[src/rtl/cwc_pkg.sv]
package cwc_pkg;

  typedef enum logic [1:0] {
    T_IDLE = 2'd0,
    T_SW   = 2'd1,
    T_ACC  = 2'd2
  } top_st_e;

  typedef enum logic [1:0] {
    SW_IDLE = 2'd0,
    SW_WR   = 2'd1,
    SW_RD   = 2'd2,
    SW_WAIT = 2'd3
  } sw_st_e;

  // Width code to lane mask: 0 byte, 1 halfword, otherwise word.
  function automatic logic [31:0] size_mask(input logic [1:0] sz);
    case (sz)
      2'd0:    size_mask = 32'h0000_00FF;
      2'd1:    size_mask = 32'h0000_FFFF;
      default: size_mask = 32'hFFFF_FFFF;
    endcase
  endfunction

endpackage

[src/rtl/cwc_wait_timer.sv]
module cwc_wait_timer #(
  parameter int CYCLES = 1250
) (
  input  logic clk,
  input  logic rst,
  input  logic load,
  output logic done
);
  localparam int CW = $clog2(CYCLES + 1);

  logic [CW-1:0] cnt;
  logic          run;

  always_ff @(posedge clk) begin
    if (rst) begin
      run <= 1'b0;
      cnt <= '0;
    end else if (load) begin
      run <= 1'b1;
      cnt <= CW'(CYCLES - 1);
    end else if (run) begin
      if (cnt == '0) run <= 1'b0;
      else           cnt <= cnt - 1'b1;
    end
  end

  assign done = run && (cnt == '0);


  tmr_idle_load_chk: assert property (@(posedge clk) disable iff (rst)
    load |-> !run);

endmodule

[src/rtl/cwc_switch.sv]
module cwc_switch
  import cwc_pkg::*;
#(
  parameter int          CORE_W      = 4,
  parameter int          REGION_LOG2 = 12,
  parameter logic [31:0] ENUM_BASE   = 32'h1800_0000,
  parameter int          MAX_RETRIES = 10,
  parameter int          WAIT_CYC    = 1250
) (
  input  logic              clk,
  input  logic              rst,
  input  logic              start,
  input  logic [CORE_W-1:0] core,
  output logic              done,
  output logic              ok,
  output logic              cfg_req,
  output logic              cfg_we,
  output logic [31:0]       cfg_wdata,
  input  logic              cfg_ack,
  input  logic              cfg_err,
  input  logic [31:0]       cfg_rdata
);
  localparam int ATT_W = $clog2(MAX_RETRIES + 3);

  sw_st_e            st;
  logic [CORE_W-1:0] tgt;
  logic [ATT_W-1:0]  att;
  logic [31:0]       rb_idx;
  logic              rb_match;
  logic              out_of_tries;
  logic              tmr_load;
  logic              tmr_done;

  function automatic logic [31:0] win_base(input logic [CORE_W-1:0] c);
    win_base = ENUM_BASE + (32'(c) << REGION_LOG2);
  endfunction

  assign rb_idx       = (cfg_rdata - ENUM_BASE) >> REGION_LOG2;
  assign rb_match     = (rb_idx == 32'(tgt));
  assign out_of_tries = (att > ATT_W'(MAX_RETRIES));
  assign tmr_load     = (st == SW_RD) && cfg_ack && !cfg_err && !rb_match && !out_of_tries;

  cwc_wait_timer #(.CYCLES(WAIT_CYC)) u_tmr (
    .clk  (clk),
    .rst  (rst),
    .load (tmr_load),
    .done (tmr_done)
  );

  always_ff @(posedge clk) begin
    if (rst) begin
      st        <= SW_IDLE;
      tgt       <= '0;
      att       <= '0;
      cfg_req   <= 1'b0;
      cfg_we    <= 1'b0;
      cfg_wdata <= '0;
      done      <= 1'b0;
      ok        <= 1'b0;
    end else begin
      done <= 1'b0;
      case (st)
        SW_IDLE: begin
          if (start) begin
            tgt       <= core;
            att       <= '0;
            cfg_req   <= 1'b1;
            cfg_we    <= 1'b1;
            cfg_wdata <= win_base(core);
            st        <= SW_WR;
          end
        end
        SW_WR: begin
          if (cfg_ack) begin
            if (cfg_err) begin
              cfg_req <= 1'b0;
              done    <= 1'b1;
              ok      <= 1'b0;
              st      <= SW_IDLE;
            end else begin
              cfg_we <= 1'b0;
              st     <= SW_RD;
            end
          end
        end
        SW_RD: begin
          if (cfg_ack) begin
            cfg_req <= 1'b0;
            if (cfg_err) begin
              done <= 1'b1;
              ok   <= 1'b0;
              st   <= SW_IDLE;
            end else if (rb_match) begin
              done <= 1'b1;
              ok   <= 1'b1;
              st   <= SW_IDLE;
            end else if (out_of_tries) begin
              done <= 1'b1;
              ok   <= 1'b0;
              st   <= SW_IDLE;
            end else begin
              att <= att + 1'b1;
              st  <= SW_WAIT;
            end
          end
        end
        SW_WAIT: begin
          if (tmr_done) begin
            cfg_req <= 1'b1;
            cfg_we  <= 1'b1;
            st      <= SW_WR;
          end
        end
        default: st <= SW_IDLE;
      endcase
    end
  end


  base_value_chk: assert property (@(posedge clk) disable iff (rst)
    (cfg_req && cfg_we) |-> (((cfg_wdata - ENUM_BASE) >> REGION_LOG2) == 32'(tgt)));


  wait_quiet_chk: assert property (@(posedge clk) disable iff (rst)
    (st == SW_WAIT) |-> !cfg_req);


  err_stop_chk: assert property (@(posedge clk) disable iff (rst)
    (cfg_req && cfg_ack && cfg_err) |=> (done && !ok && !cfg_req));


  att_bound_chk: assert property (@(posedge clk) disable iff (rst)
    att <= ATT_W'(MAX_RETRIES + 1));


  cfg_hold_chk: assert property (@(posedge clk) disable iff (rst)
    (cfg_req && !cfg_ack) |=> (cfg_req && $stable(cfg_we) && $stable(cfg_wdata)));

endmodule

[src/rtl/cwc_resp_fmt.sv]
module cwc_resp_fmt
  import cwc_pkg::*;
(
  input  logic        fail,
  input  logic        is_wr,
  input  logic [1:0]  size,
  input  logic [31:0] raw,
  output logic [31:0] data
);
  always_comb begin
    if (is_wr)     data = 32'h0;
    else if (fail) data = size_mask(size);
    else           data = raw & size_mask(size);
  end
endmodule

[src/rtl/core_window_ctrl.sv]
module core_window_ctrl
  import cwc_pkg::*;
#(
  parameter int          N_CORES     = 16,
  parameter int          REGION_LOG2 = 12,
  parameter logic [31:0] ENUM_BASE   = 32'h1800_0000,
  parameter int          MAX_RETRIES = 10,
  parameter int          CLK_HZ      = 125_000_000,
  localparam int         CORE_W      = (N_CORES > 1) ? $clog2(N_CORES) : 1,
  localparam int         OFF_W       = REGION_LOG2
) (
  input  logic              clk,
  input  logic              rst,
  input  logic              acc_req,
  input  logic [CORE_W-1:0] acc_core,
  input  logic [OFF_W-1:0]  acc_off,
  input  logic [1:0]        acc_size,
  input  logic              acc_we,
  input  logic [31:0]       acc_wdata,
  output logic              acc_ack,
  output logic              acc_err,
  output logic [31:0]       acc_rdata,
  output logic              cfg_req,
  output logic              cfg_we,
  output logic [31:0]       cfg_wdata,
  input  logic              cfg_ack,
  input  logic              cfg_err,
  input  logic [31:0]       cfg_rdata,
  output logic              win_req,
  output logic              win_we,
  output logic [OFF_W-1:0]  win_off,
  output logic [1:0]        win_size,
  output logic [31:0]       win_wdata,
  input  logic              win_ack,
  input  logic [31:0]       win_rdata
);
  localparam int WAIT_RAW = CLK_HZ / 100_000;
  localparam int WAIT_CYC = (WAIT_RAW < 1) ? 1 : WAIT_RAW;

  top_st_e           st;
  logic [CORE_W-1:0] l_core;
  logic [CORE_W-1:0] map_core;
  logic              map_vld;
  logic              sw_start;
  logic              sw_done;
  logic              sw_ok;
  logic              fmt_fail;
  logic [31:0]       fmt_data;
  logic              hit;

  assign hit      = map_vld && (map_core == acc_core);
  assign fmt_fail = (st == T_SW);

  cwc_switch #(
    .CORE_W      (CORE_W),
    .REGION_LOG2 (REGION_LOG2),
    .ENUM_BASE   (ENUM_BASE),
    .MAX_RETRIES (MAX_RETRIES),
    .WAIT_CYC    (WAIT_CYC)
  ) u_switch (
    .clk       (clk),
    .rst       (rst),
    .start     (sw_start),
    .core      (l_core),
    .done      (sw_done),
    .ok        (sw_ok),
    .cfg_req   (cfg_req),
    .cfg_we    (cfg_we),
    .cfg_wdata (cfg_wdata),
    .cfg_ack   (cfg_ack),
    .cfg_err   (cfg_err),
    .cfg_rdata (cfg_rdata)
  );

  cwc_resp_fmt u_fmt (
    .fail  (fmt_fail),
    .is_wr (win_we),
    .size  (win_size),
    .raw   (win_rdata),
    .data  (fmt_data)
  );

  always_ff @(posedge clk) begin
    if (rst) begin
      st        <= T_IDLE;
      l_core    <= '0;
      map_core  <= '0;
      map_vld   <= 1'b0;
      sw_start  <= 1'b0;
      win_req   <= 1'b0;
      win_we    <= 1'b0;
      win_off   <= '0;
      win_size  <= 2'd0;
      win_wdata <= '0;
      acc_ack   <= 1'b0;
      acc_err   <= 1'b0;
      acc_rdata <= '0;
    end else begin
      sw_start <= 1'b0;
      acc_ack  <= 1'b0;
      case (st)
        T_IDLE: begin
          if (acc_req && !acc_ack) begin
            l_core    <= acc_core;
            win_we    <= acc_we;
            win_off   <= acc_off;
            win_size  <= acc_size;
            win_wdata <= acc_wdata;
            if (hit) begin
              win_req <= 1'b1;
              st      <= T_ACC;
            end else begin
              map_vld  <= 1'b0;
              sw_start <= 1'b1;
              st       <= T_SW;
            end
          end
        end
        T_SW: begin
          if (sw_done) begin
            if (sw_ok) begin
              map_core <= l_core;
              map_vld  <= 1'b1;
              win_req  <= 1'b1;
              st       <= T_ACC;
            end else begin
              acc_ack   <= 1'b1;
              acc_err   <= 1'b1;
              acc_rdata <= fmt_data;
              st        <= T_IDLE;
            end
          end
        end
        T_ACC: begin
          if (win_ack) begin
            win_req   <= 1'b0;
            acc_ack   <= 1'b1;
            acc_err   <= 1'b0;
            acc_rdata <= fmt_data;
            st        <= T_IDLE;
          end
        end
        default: st <= T_IDLE;
      endcase
    end
  end


  one_owner_chk: assert property (@(posedge clk) disable iff (rst)
    !(cfg_req && win_req));


  ack_pulse_chk: assert property (@(posedge clk) disable iff (rst)
    acc_ack |=> !acc_ack);


  win_mapped_chk: assert property (@(posedge clk) disable iff (rst)
    $rose(win_req) |-> (map_vld && (map_core == l_core)));


  fail_unmaps_chk: assert property (@(posedge clk) disable iff (rst)
    (acc_ack && acc_err) |-> !map_vld);


  fail_no_win_chk: assert property (@(posedge clk) disable iff (rst)
    (sw_done && !sw_ok) |=> !win_req);

endmodule

[config.mk]
export PLATFORM = sky130hd
export DESIGN_NAME = core_window_ctrl
export DESIGN_NICKNAME = d
export VERILOG_FILES = /design/src/rtl/cwc_pkg.sv /design/src/rtl/cwc_wait_timer.sv /design/src/rtl/cwc_switch.sv /design/src/rtl/cwc_resp_fmt.sv /design/src/rtl/core_window_ctrl.sv
export SDC_FILE = /design/constraint.sdc
export NUM_CORES = 1
export LEC_CHECK = 0
export BUFFER_PORTS_ARGS = -buffer_cell sky130_fd_sc_hd__buf_4
export CAP_MARGIN = 15
export CORE_MARGIN = 2
export CORE_UTILIZATION = 31
export CTS_CLUSTER_DIAMETER = 60
export DETAILED_ROUTE_END_ITERATION = 16
export GPL_TIMING_DRIVEN = 1
export PLACE_DENSITY_LB_ADDON = 0.12
export RECOVER_POWER = 100
export SLEW_MARGIN = 20
export SYNTH_ARGS = -nofsm -noshare
export SYNTH_HDL_FRONTEND = slang
export SYNTH_SLANG_ARGS = --single-unit
[constraint.sdc]
create_clock -name clk -period 5.61 [get_ports clk]
set_clock_uncertainty 0.1 [all_clocks]
set_input_delay 0.561 -clock clk [delete_from_list [all_inputs] [get_ports clk]]
set_output_delay 0.561 -clock clk [all_outputs]
set_load 0.03 [all_outputs]
Yosys cells after proc, flatten, opt, wreduce, memory -nomap -nowiden
Index checks and enable logic that the tools add are counted.
{ "totals": {"mem_count": 0, "input_bits": 121, "latch_bits": 0, "register_bits": 152, "word_cells": 171, "out_inout_bits": 116, "mem_bits_rw": 0, "mem_bits_ro": 0} }
{ "op_classes": {"shifts": 0, "n_mul": 0, "reduce_logical": 38, "eq_ne": 26, "add_sub_neg": 4, "magnitude_cmp": 1, "mux": 74, "n_div": 0, "bitwise_logic": 4} }
{ "op_table": {"columns": ["operator", "n"], "rows": [
  ["$mux 32", 7],
  ["$pmux 32 s2", 2],
  ["$mux 1", 33],
  ["$mux 11", 3],
  ["$and 32x32->32", 1],
  ["$sub 32x29->32 const B", 1],
  ["$add 29x16->30 const A", 1],
  ["$mux 2", 13],
  ["$ne 2x2->1 const B", 13],
  ["$eq 20x4->1", 1],
  ["$mux 4", 5],
  ["$reduce_and 5->1", 4],
  ["$reduce_and 6->1", 2],
  ["$logic_not 11->1", 1],
  ["$sub 11x1->11 const B", 1],
  ["$pmux 1 s2", 5],
  ["$reduce_bool 2->1", 5],
  ["$ne 2x1->1 const B", 4],
  ["$pmux 2 s4", 1],
  ["$pmux 4 s2", 1],
  ["$reduce_and 2->1", 4],
  ["$reduce_and 4->1", 2],
  ["$logic_and 1x1->1", 7],
  ["$eq 2x1->1 const B", 3],
  ["15 further kinds", 27]
]} }

Logic depth before layout (Yosys ltp)
{ "depth": {"word_depth": 10, "ltp_mapped": 9, "ltp_nobuf": 7} }

Cells and area by module
Synthesis repeated with hierarchy kept, for this count alone.
{ "unflattened": {"hier_cells": 710, "area_unflattened_um2": 5474.0} }
{ "by_module_without_submodules": {"columns": ["module", "cells_per_inst", "seq_area_each_um2", "instances", "area_each_um2"], "rows": [
  ["core_window_ctrl", 426, 1881.8, 1, 3425.8],
  ["cwc_switch", 141, 300.3, 1, 1108.6],
  ["cwc_wait_timer", 71, 240.2, 1, 624.3],
  ["cwc_resp_fmt", 72, 0.0, 1, 315.3]
]} }

Least setup slack after synthesis
Ideal clock, no wire load.
{ "synth_timing": {"path_kind": "input -> register", "from": "input port cfg_rdata[27]", "to": "register u_switch.ok", "arrival_ps": 2074, "t_required_ps": 5440, "path_buffers": 0, "path_slack_ps": 3366, "setup_ps": 70, "cell_stages": 6, "path_cell_list": "ha_1 nor4_1 nand2_1 or4_1 or3_1 a21oi_1"} }
{ "synth_via": {"elab_chain_len": 6, "word_cells_on_any_way": 8, "classes_between": "add/sub (1); eq/ne (2); mux (4); reduce/logical (1)"} }
{ "synth_lines": {"columns": ["element", "line", "source"], "rows": [
  ["start, declared", "core_window_ctrl.sv:28", "input logic [31:0] cfg_rdata,"],
  ["$sub 32x29->32 (*)", "cwc_switch.sv:38", "assign rb_idx = (cfg_rdata - ENUM_BASE) >> REGION_LOG2;"],
  ["$eq 20x4->1 (*)", "cwc_switch.sv:39", "assign rb_match = (rb_idx == 32'(tgt));"],
  ["$mux 1", "cwc_switch.sv:93", "end else if (rb_match) begin"],
  ["$mux 1", "cwc_switch.sv:89", "if (cfg_err) begin"],
  ["$mux 1", "cwc_switch.sv:87", "if (cfg_ack) begin"],
  ["$pmux 1 s2", "cwc_switch.sv:62", "case (st)"],
  ["end signal, assigned", "cwc_switch.sv:91", "ok <= 1'b0;"],
  ["end signal, assigned", "cwc_switch.sv:95", "ok <= 1'b1;"],
  ["end signal, assigned", "cwc_switch.sv:99", "ok <= 1'b0;"],
  ["end, declared", "cwc_switch.sv:15", "output logic ok,"]
]} }
Every way passes the cells marked *; elsewhere a longest branch is shown, timed or not. The select of a mux whose other input is x is not followed.
A chain may end at the register's enable or synchronous reset.

Worst setup path after layout
{ "layout_timing": {"from": "register st[1]", "to": "register map_vld"} }
{ "layout_via": {"elab_chain_len": 3, "word_cells_on_any_way": 9, "classes_between": "eq/ne (5); mux (1); reduce/logical (3)"} }
{ "layout_lines": {"columns": ["element", "line", "source"], "rows": [
  ["start, declared", "core_window_ctrl.sv:40", "top_st_e st;"],
  ["start signal, assigned", "core_window_ctrl.sv:85", "st <= T_IDLE;"],
  ["start signal, assigned", "core_window_ctrl.sv:111", "st <= T_ACC;"],
  ["start signal, assigned", "core_window_ctrl.sv:115", "st <= T_SW;"],
  ["$eq 2x1->1 (*)", null, null],
  ["named net fmt_fail", "core_window_ctrl.sv:47", "logic fmt_fail;"],
  ["$ne 2x1->1 (no line) / $reduce_bool 2->1 (equally long branches)", null, null],
  ["$reduce_and 5->1 (no line)", null, null],
  ["end signal, assigned", "core_window_ctrl.sv:88", "map_vld <= 1'b0;"],
  ["end signal, assigned", "core_window_ctrl.sv:113", "map_vld <= 1'b0;"],
  ["end signal, assigned", "core_window_ctrl.sv:123", "map_vld <= 1'b1;"],
  ["end, declared", "core_window_ctrl.sv:43", "logic map_vld;"]
]} }
Mark *: on every way through the listed nets, which the timed path passes. The rest lies on a longest branch.

==> flow_metrics.env <==
export IMPL_antenna_found_initial=0
export IMPL_seqCellArea_mm2=0.002422
export IMPL_final_max_slew_viol_count=83
export IMPL_clockBufferDepth=2
export IMPL_tritoncts="done"
export IMPL_htree_num_levels=4
export IMPL_fillCellCount=1774
export IMPL_power_density_mw_per_mm2=479.2
export IMPL_drive_gt1_share_pct=17.42
export IMPL_layout_min_cycle_time_ns=3.016
export IMPL_setup_tns_final_ns=0
export IMPL_grt_max_degree=77
export IMPL_clock_sinks=121
export IMPL_seq_area_frac_synth_pct=46.01
export IMPL_vias=5048
export IMPL_cp_required_ns=5.80
export IMPL_post_cts_buffers=0
export IMPL_fin_crit_sh_pct=53.76
export IMPL_die_area_mm2=0.01804
export IMPL_path_cells="inv_1 > ha_1 > clkbuf_1 > nand3_1 > a21oi_1 > nor2_1 > a311oi_1"
export IMPL_rsz0062_at_grt="no"
export IMPL_drv_cap=2
export IMPL_cp_arrival_ns=3.21
export IMPL_routedWlPerCell_um=13.85
export IMPL_hold_viol_final=0
export IMPL_synth_cell_types=47
export IMPL_end_kind="flop"
export IMPL_tightest_slew_ns=2.092
export IMPL_worst_path_dominant_cell_family="buffers and inverters"
export IMPL_core_mm2=0.01658
export IMPL_num_rows=47
export IMPL_drc=0
export IMPL_ir_drop_mv=0.2629
export IMPL_crit_fanout=35
export IMPL_drt_iter0_drc=242
export IMPL_grt_pass1_wl_mm=23.59
export IMPL_setup_ws_ns=2.594
export IMPL_crit_buf_inv=2
export IMPL_synth_seq_cells=121
export IMPL_grt_pass1_vias=4835
export IMPL_ys_flop_type="dfxtp_1"
export IMPL_port_buffers=198
export IMPL_globalplace_congestion=0.7787
export IMPL_critPathMaxStageDelay_ns=1.11
export IMPL_place_inst=1034
export IMPL_setup_viol=0
export IMPL_most_common_layout_cells="nand2_1 (148), dfxtp_1 (121), buf_4 (109)"
export IMPL_io_pins=237
export IMPL_start_kind="flop"
export IMPL_dpl_hpwl_mm=10.45
export IMPL_syn_avg_cell_area_um2=8.075
export IMPL_drt_first_pass_iters=4
export IMPL_min_path_type="primary input to flop"
export IMPL_grt_util_met1_pct=19.42
export IMPL_initial_core_util_pct=31.75
export IMPL_synth_cell_area_mm2=0.005265
export IMPL_synth_edff_count=0
export IMPL_cts_resized=0
export IMPL_die_width_um=134.3
export IMPL_synthCells=652
export IMPL_clk_pin_slew_ns=0.05
export IMPL_crit_slowest_cell="clkbuf_1"
export IMPL_worstSetupPathType="flop to flop"
export IMPL_cts_root_buf="clkbuf_16"
export IMPL_pre_cts_slack_ns=3.020
export IMPL_synthArstFlopShare_pct=0
export IMPL_cts_hold_fix_buffers=0
export IMPL_status="finished with violations"
export IMPL_die_h_um=134.3
export IMPL_antenna_cells=0
export IMPL_multi_input_area_mm2=0.002512
export IMPL_synthToLayoutAreaGrowth_pct=34.03
export IMPL_total_leakage_power_uw=0.002762
export IMPL_top_usage_layer="met2"
export IMPL_clk_latency_ns=0.40
export IMPL_globalRouteMet2Util_pct=26.56
export IMPL_instances_no_fill=1064
export IMPL_cts_buffers=17
export IMPL_fmax_mhz=331.6
export IMPL_ant_nets=0
export IMPL_ys_warn_count=0
export IMPL_final_common_cell="nand2_1"
export IMPL_drt_total_wl_mm=14.74
export IMPL_use_met3_pct=6.765
export IMPL_relSlewSlack_pct=-39.49
export IMPL_violations="max-capacitance violations, max-slew violations"
export IMPL_avgViaCountPerCell=4.744
export IMPL_grt_remaining_overflow=0
export IMPL_grtUsageTotal_pct=16.13
export IMPL_finish_net_count=967
-- synthesized netlist by cell type (5+ instances only) --
cell type / count / area (um^2)
ha_1: 13 / 162.7
nor2_1: 47 / 176.4
a31oi_1: 5 / 31.28
nand3_1: 9 / 45.04
o211ai_1: 26 / 195.2
mux2i_1: 6 / 60.06
xnor2_1: 11 / 96.34
dfxtp_1: 121 / 2422
inv_1: 18 / 67.56
a211oi_1: 5 / 37.54
xor2_1: 7 / 61.31
a21oi_1: 100 / 500.5
nor3_1: 18 / 90.09
nand2_1: 148 / 555.5
buf_4: 27 / 202.7
clkbuf_1: 34 / 127.6
-- routing by layer --
metal  routed length [um]  vias up
met5                    0        -
met4                  128        0
met3                 1383       10
met2                 6957      188
met1                 6272     2328
li1                     -     2522
-- final timing paths --
| path | startpoint | end | slack (ns) | depth (start not counted) |
|---|---|---|---|---|
| worst max register to register | st[1] | map_vld | 2.59 | 7 |
| worst min register to register | acc_rdata[15] | acc_rdata[15] | 0.35 | 2 |
| worst max-delay path | st[1] | map_vld | 2.59 | 7 |
| worst min-delay path | cfg_ack | u_switch.cfg_we | 0.30 | 2 |
-- layout make-up --
class                           count  share of cell area, %
Clock inverter                      7                  1.613
Inverter                           18                 0.9574
Sequential cell                   121                  34.33
Multi-Input combinational cell    473                  35.60
Tap cell                          220                  3.901
Clock buffer                       23                  7.057
Timing Repair Buffer              202                  16.54
-- state kept, by name (all words and copies together), names as in the netlist, 3 cells and up --
| register | cells |
|---|---|
| acc_rdata | 32 |
| l_core | 4 |
| map_core | 4 |
| u_switch.att | 4 |
| u_switch.tgt | 3 |
| u_switch.u_tmr.cnt | 11 |
| win_off | 12 |
| win_wdata | 32 |
-- kinds of logic after synthesis --
kind of cell,count (synthesis),synth area share (%)
compound gates,157,17.85
xor+xnor,18,2.994
fa+ha+maj,13,3.089
buf+inv,83,7.842
flops,121,46.01
mux,6,1.141
other cells,1,0.07122
simple gates,253,21.01
-- per-stage QoR --
| stage | power, uW | area, um^2 | utilization, % | hold WS (ns) |
|---|---|---|---|---|
| 6_report | 3382 | 7057 | 42.55 | 0.2956 |
| 5_1_grt | 3595 | 7057 | 42.55 | 0.2793 |
| 2_1_floorplan | 1986 | 5359 | - | 0.3256 |
| 3_3_place_gp | 2382 | 6813 | 41.08 | 0.3401 |
| 3_5_place_dp | 2404 | 6815 | 41.10 | 0.3445 |
| 4_1_cts | 3542 | 7427 | 44.79 | 0.2742 |
-- report_power, final --
group	internal (uW)	switching, uW
clock network	752	369
registers	1010	86.8
logic	312	857
(Power assumes the default switching activity.)
